File: src/rtl/crop_window_gen.sv
module crop_window_gen (
  input  logic       clk,
  input  logic       rst_n,
  input  logic       pix_valid,
  input  logic       hrst,
  input  logic       vrst,
  input  logic       field_odd,
  input  logic       reg_we,
  input  logic [2:0] reg_addr,
  input  logic [7:0] reg_wdata,
  output logic [7:0] reg_rdata,
  output logic       h_active,
  output logic       v_active,
  output logic       active,
  output logic [9:0] line_cnt,
  output logic [9:0] pix_cnt
);
  localparam int CW = 10;
  localparam logic [CW-1:0] CMAX = '1;

  logic [7:0] vdly_lo, vsz_lo, hdly_lo, hsz_lo, crop;
  logic [CW-1:0] hdly_s, hsz_s, vdly_s, vsz_s;
  logic [CW-1:0] pix_q, line_q;
  logic hrst_q, fld_q;

  always_ff @(posedge clk or negedge rst_n)
    if (!rst_n) begin
      vdly_lo <= 8'h16;
      vsz_lo  <= 8'hE0;
      hdly_lo <= 8'h78;
      hsz_lo  <= 8'h80;
      crop    <= 8'h12;
    end else if (reg_we) begin
      case (reg_addr)
        3'd0: vdly_lo <= reg_wdata;
        3'd1: vsz_lo  <= reg_wdata;
        3'd2: hdly_lo <= reg_wdata;
        3'd3: hsz_lo  <= reg_wdata;
        3'd4: crop    <= reg_wdata;
        default: ;
      endcase
    end

  always_comb
    case (reg_addr)
      3'd0: reg_rdata = vdly_lo;
      3'd1: reg_rdata = vsz_lo;
      3'd2: reg_rdata = hdly_lo;
      3'd3: reg_rdata = hsz_lo;
      3'd4: reg_rdata = crop;
      default: reg_rdata = 8'h00;
    endcase

  always_ff @(posedge clk or negedge rst_n)
    if (!rst_n) begin
      hdly_s <= 10'h078;
      hsz_s  <= 10'h280;
    end else if (hrst) begin
      hdly_s <= {crop[3:2], hdly_lo};
      hsz_s  <= {crop[1:0], hsz_lo};
    end

  always_ff @(posedge clk or negedge rst_n)
    if (!rst_n) begin
      vdly_s <= 10'h016;
      vsz_s  <= 10'h1E0;
      fld_q  <= 1'b0;
    end else if (vrst) begin
      vdly_s <= {crop[7:6], vdly_lo};
      vsz_s  <= {crop[5:4], vsz_lo};
      fld_q  <= field_odd;
    end

  wire hfall = hrst_q & ~hrst;

  always_ff @(posedge clk or negedge rst_n)
    if (!rst_n) begin
      hrst_q <= 1'b0;
      pix_q  <= '0;
      line_q <= '0;
    end else begin
      hrst_q <= hrst;
      if (hrst) pix_q <= '0;
      else if (pix_valid && pix_q != CMAX) pix_q <= pix_q + 1'b1;
      if (vrst) line_q <= '0;
      else if (hfall && line_q != CMAX) line_q <= line_q + 1'b1;
    end

  wire [CW-1:0] hstart = {hdly_s[CW-1:1], 1'b0};
  wire [CW:0]   hstop  = {1'b0, hstart} + {1'b0, hsz_s};
  wire [CW+1:0] vpos   = {1'b0, line_q, ~fld_q};
  wire [CW+1:0] vstart = {2'b00, vdly_s};
  wire [CW+1:0] vstop  = vstart + {1'b0, vsz_s, 1'b0};

  assign h_active = ~hrst & (pix_q >= hstart) & ({1'b0, pix_q} < hstop);
  assign v_active = ~vrst & (vpos >= vstart) & (vpos < vstop);
  assign active   = h_active & v_active & pix_valid;
  assign line_cnt = line_q;
  assign pix_cnt  = pix_q;
endmodule


File: config.mk
export PLATFORM = sky130hd
export DESIGN_NAME = crop_window_gen
export DESIGN_NICKNAME = d
export VERILOG_FILES = /design/src/rtl/crop_window_gen.sv
export SDC_FILE = /design/constraint.sdc
export NUM_CORES = 1
export LEC_CHECK = 0
export BUFFER_PORTS_ARGS = -buffer_cell sky130_fd_sc_hd__buf_2
export CAP_MARGIN = 20
export CORE_MARGIN = 5
export CORE_UTILIZATION = 50
export CTS_CLUSTER_DIAMETER = 100
export DETAILED_ROUTE_END_ITERATION = 6
export PLACE_DENSITY = 0.8
export SLEW_MARGIN = 10
export SYNTH_ARGS = -nofsm -noshare
export SYNTH_HDL_FRONTEND = slang
export SYNTH_SLANG_ARGS = --single-unit
File: constraint.sdc
create_clock -name clk -period 3.04 [get_ports clk]
set_input_delay 0.304 -clock clk [delete_from_list [all_inputs] [get_ports clk]]
set_output_delay 0.304 -clock clk [all_outputs]
set_load 0.01 [all_outputs]
==> results_tabular.tex <==
\begin{tabular}{lr}
\hline
Metric & Value \\
\hline
\multicolumn{2}{l}{\textbf{Detailed routing}} \\
Number of vias in the routed layout & 4,436 \\
Post-detailed-route count of antenna-violating nets & 0 \\
Pre-Repair DR Iteration Count & 5 \\
Vias per std cell & $\sim$5.7 \\
DR iter-0 viols & 226 \\
Wire length per cell after detailed routing & 17.23 µm \\
Drc violations & 0 \\
Routed Wire Length & 13.32 mm \\
\multicolumn{2}{l}{\textbf{STA}} \\
Transition time at the pin with the least slew margin & 0.9764 ns \\
Period utilisation layout & 119.3\% \\
Number of setup violations in the final report & 3 \\
Max Fclk & 275.7 MHz \\
Hold violation total from the final report & 0 \\
Largest clock skew in the final design & 0.007939 ns \\
Tightest slew margin relative to the limit & a little over a third \\
Unrepaired setup endpoints after global routing & yes \\
Final setup margin & -0.5877 ns \\
Final worst path period need & about 3.6 ns \\
Fin. max-slew vios & 0 \\
\multicolumn{2}{l}{\textbf{Logic synthesis}} \\
Seq cells post-synth & 101 \\
Post-synthesis average cell area & 10.60 µm² \\
FFs w/ async S/R, synth & 100.0\% \\
Summed instance area of the synthesized netlist & approximately 0.006 mm² \\
Cell type contributing the most total cell area after synthesis & sky130\_fd\_sc\_hd\_\_dfrtp\_1 \\
Warning count from the yosys run & 0 \\
Post-synth net total & 637 \\
Synth top area share & 31.67\% \\
Number of synthesized flops with an enable pin & 0 \\
Gate Count Post-Synth & 559 \\
Largest cells by area after synthesis & sky130\_fd\_sc\_hd\_\_dfrtp\_1 32\%, sky130\_fd\_sc\_hd\_\_ha\_1 12\%, sky130\_fd\_sc\_hd\_\_mux2\_2 12\% \\
Sequential fraction of the synthesis area & 43.20\% \\
Predominant post-synthesis flop cell & sky130\_fd\_sc\_hd\_\_dfrtp\_1 \\
Netlist cell types & 48 \\
\multicolumn{2}{l}{\textbf{Place}} \\
Gp weighted congestion & 0.8688 \\
Number of placed instances with taps included & 753 \\
Placed wire-length estimate & 9.990 mm \\
Pre-CTS setup slack & -0.3968 ns \\
PortBufs & 48 \\
Placed cell areas & 0.006450 mm² \\
\multicolumn{2}{l}{\textbf{Die}} \\
Std-Cell Rows & 39 \\
Top Ports & slightly below 50 \\
X dimension of the die & between 100 and 150 µm \\
Die extent in y & 118.9 µm \\
Core outline area & 0.01152 mm² \\
Full die area & 0.01413 mm² \\
Starting utilization of the core area & 51.46\% \\
\multicolumn{2}{l}{\textbf{GRT}} \\
Sum of overflow across all layers after global routing & 0 \\
Largest net degree at the start of global routing & 81 \\
Number of global-route vias before repair & around 4,700 \\
GRT Resource Usage Total & 19.43\% \\
Initial antenna violation count & 0 \\
Wire length of the first global-routing pass & 22.43 mm \\
\multicolumn{2}{l}{\textbf{Clock network}} \\
Clock tree root driver cell & sky130\_fd\_sc\_hd\_\_clkbuf\_16 \\
CTS max path bufs & 2 \\
CTS tree & yes \\
Number of sinks handled by clock tree synthesis & 101 \\
Number of buffers created by CTS & 9 \\
Depth of the CTS H-tree & 3 \\
Reg clk slew, reported paths & approximately 0.070 ns \\
Count of hold-fix buffers inserted at cts & 0 \\
Worst skew pair latency & 0.35 ns \\
\multicolumn{2}{l}{\textbf{Final layout}} \\
Non-filler cells, final & 773 \\
Synthesis-to-layout area growth & 15.82\% \\
Post-route cell area & 0.006863 mm² \\
Ratio of cells with drive above 1 in the final layout & a little under a third \\
Total inserted antenna cells & 0 \\
Final-stage net count & about 700 \\
Fill cells & 924 \\
Final standard cell utilization of the core & about three fifths \\
\multicolumn{2}{l}{\textbf{Critical path}} \\
CP startpoint kind & register \\
Worst EP required & 2.74 ns \\
Critical Path, Cell by Cell & ha\_2 > fa\_2 > nand2\_2 > a21oi\_2 > o21ai\_0 > a21bo\_2 > ha\_1 > a41oi\_1 > a21oi\_1 > nor3\_2 > nor3\_2 > nor4b\_4 > buf\_2 \\
Most Frequent Cell on Critical Path & sky130\_fd\_sc\_hd\_\_nor3\_2 \\
Highest cell delay on the worst timing path & 0.54 ns \\
Cell with the largest stage delay on the worst path & sky130\_fd\_sc\_hd\_\_dfstp\_2 \\
Worst Path Buf+Inv & 1 \\
Maximum fanout along the worst path & 3 \\
Cell class contributing the biggest share of worst-path delay & compound AO/OA/AOI/OAI gates \\
Setup crit end kind & primary output \\
Worst Path Arrival & 3.32 ns \\
Critical Setup Path Class & register to primary output \\
\multicolumn{2}{l}{\textbf{Power}} \\
Reported leakage power & 3.218 nW \\
PD cells & 673.0 mW/mm² \\
IR Drop Worst-Case VDD & 0.0003426 V \\
\multicolumn{2}{l}{\textbf{Min path}} \\
Path type of the worst min-delay path & input port to async pin \\
\multicolumn{2}{l}{\textbf{Job}} \\
Max-cap violations & 0 \\
\multicolumn{2}{l}{\textbf{Outcome}} \\
Violations in the final reports & negative setup slack \\
Outcome & finished, violations left \\
\hline
\end{tabular}
[placed cells by master (no fill, tap or decap), types with 3 or more instances in the layout]
master and count:
sky130_fd_sc_hd__dfrtp_1 75, sky130_fd_sc_hd__mux2_2 63, sky130_fd_sc_hd__ha_1 56, sky130_fd_sc_hd__buf_2 46, sky130_fd_sc_hd__nor2_1 41, sky130_fd_sc_hd__nand2_1 39
sky130_fd_sc_hd__o21ai_0 33, sky130_fd_sc_hd__a21oi_1 30, sky130_fd_sc_hd__inv_1 28, sky130_fd_sc_hd__dfstp_2 26, sky130_fd_sc_hd__buf_4 23, sky130_fd_sc_hd__xor2_1 19
sky130_fd_sc_hd__mux2i_1 15, sky130_fd_sc_hd__nand3_1 13, sky130_fd_sc_hd__xnor2_1 9, sky130_fd_sc_hd__clkbuf_16 9, sky130_fd_sc_hd__nor2b_1 8, sky130_fd_sc_hd__o22ai_1 8
sky130_fd_sc_hd__nand2b_1 7, sky130_fd_sc_hd__nor3_1 6, sky130_fd_sc_hd__a21o_1 5, sky130_fd_sc_hd__nand4_1 5, sky130_fd_sc_hd__nor3_2 4, sky130_fd_sc_hd__o21a_1 3
sky130_fd_sc_hd__nor4_1 3, sky130_fd_sc_hd__and3_1 3, sky130_fd_sc_hd__and4_1 3
[area by class of cell]
class,instances,area [µm²],share of cell area [%]
sequential,101,2560,37.30
timing repair buffer,71,425.4,6.199
clock inverter,6,77.57,1.130
multi-input combinational,413,3273,47.69
inverter,29,108.9,1.586
tap,143,178.9,2.607
clock buffer,10,239.0,3.482
[worst reg2reg max path: stages (launching register included)]
cell and delay [ns]:
sky130_fd_sc_hd__dfrtp_1 0.48, sky130_fd_sc_hd__ha_1 0.28, sky130_fd_sc_hd__nand3_1 0.13, sky130_fd_sc_hd__o311ai_2 0.47, sky130_fd_sc_hd__nor3_1 0.15, sky130_fd_sc_hd__nand3_1 0.13
sky130_fd_sc_hd__xor2_1 0.15, sky130_fd_sc_hd__nor2_1 0.05
[sequential cells by signal, summed over array words and instances (netlist names)]
register  count
line_cnt     10
vsz_s        10
hdly_s        9
hsz_lo        8
vdly_lo       8
crop          8
hsz_s        10
vdly_s       10
vsz_lo        8
hrst_q        1
hdly_lo       8
fld_q         1
pix_cnt      10
[report_power, final]
| group | total, W | switching (W) | internal [W] |
|---|---|---|---|
| logic | 0.00157 | 0.000797 | 0.000769 |
| registers | 0.00184 | 0.000194 | 0.00165 |
| clock network | 0.00121 | 0.000533 | 0.000677 |
[cell usage after synthesis (9+ instances only)]
| master | instances |
|---|---|
| sky130_fd_sc_hd__dfrtp_1 | 75 |
| sky130_fd_sc_hd__mux2_2 | 63 |
| sky130_fd_sc_hd__ha_1 | 58 |
| sky130_fd_sc_hd__nand2_1 | 41 |
| sky130_fd_sc_hd__nor2_1 | 41 |
| sky130_fd_sc_hd__o21ai_0 | 36 |
| sky130_fd_sc_hd__a21oi_1 | 32 |
| sky130_fd_sc_hd__inv_1 | 29 |
| sky130_fd_sc_hd__dfstp_2 | 26 |
| sky130_fd_sc_hd__xor2_1 | 19 |
| sky130_fd_sc_hd__mux2i_1 | 15 |
| sky130_fd_sc_hd__nand3_1 | 13 |
| sky130_fd_sc_hd__clkbuf_1 | 12 |
| sky130_fd_sc_hd__nor3_1 | 10 |
| sky130_fd_sc_hd__xnor2_1 | 9 |
[cells by family (layout without fill, tap and decap cells)]
family	Yosys count	after routing	synth area share (%)
simple gates	141	141	11.44
xor+xnor	28	28	4.139
flops	101	101	43.20
buf+inv	45	116	2.871
mux	78	78	14.51
fa+ha+maj	60	60	12.92
compound gates	106	106	10.92
[what timing repair did]
item,4_1_cts,5_1_grt
pin swaps,13,7
resized for setup,19,2
endpoints found under the setup margin,3,3
buffers inserted,4,1
[stage by stage]
| stage | setup TNS [ns] | total power [W] | hold slack [ns] |
|---|---|---|---|
| after detailed placement | -0.9935 | 0.003323 | 0.4901 |
| after CTS | -1.464 | 0.004614 | 0.1418 |
| after global placement | -0.5847 | 0.003222 | 0.4796 |
| final | -1.467 | 0.004619 | 0.1128 |
| after floorplan | -0.02633 | 0.002846 | 0.008409 |
| after global routing | -1.929 | 0.004916 | 0.1811 |
[path summary, 6_finish.rpt]
check                                 start          end  slack (ns)  cells past startpoint
worst min register to register   hdly_lo[5]    hdly_s[5]        0.50                      2
worst max-delay path              vdly_s[1]       active       -0.59                     13
min in group clk                  field_odd        fld_q        0.20                      2
worst min-delay path                  rst_n   pix_cnt[0]        0.11                      1
worst max register to register  line_cnt[0]  line_cnt[8]        1.06                      7
max in group asynchronous             rst_n     vsz_s[8]        2.09                      2
[metal layers]
metal  track usage (%)  up-vias  wire length, µm
met5                 0        -                0
met4             5.720        0              274
met3             4.028       23              491
met2             35.95       96             7027
met1             22.67     2186             5523
li1                  -     2131                -
(Power assumes the default switching activity.)
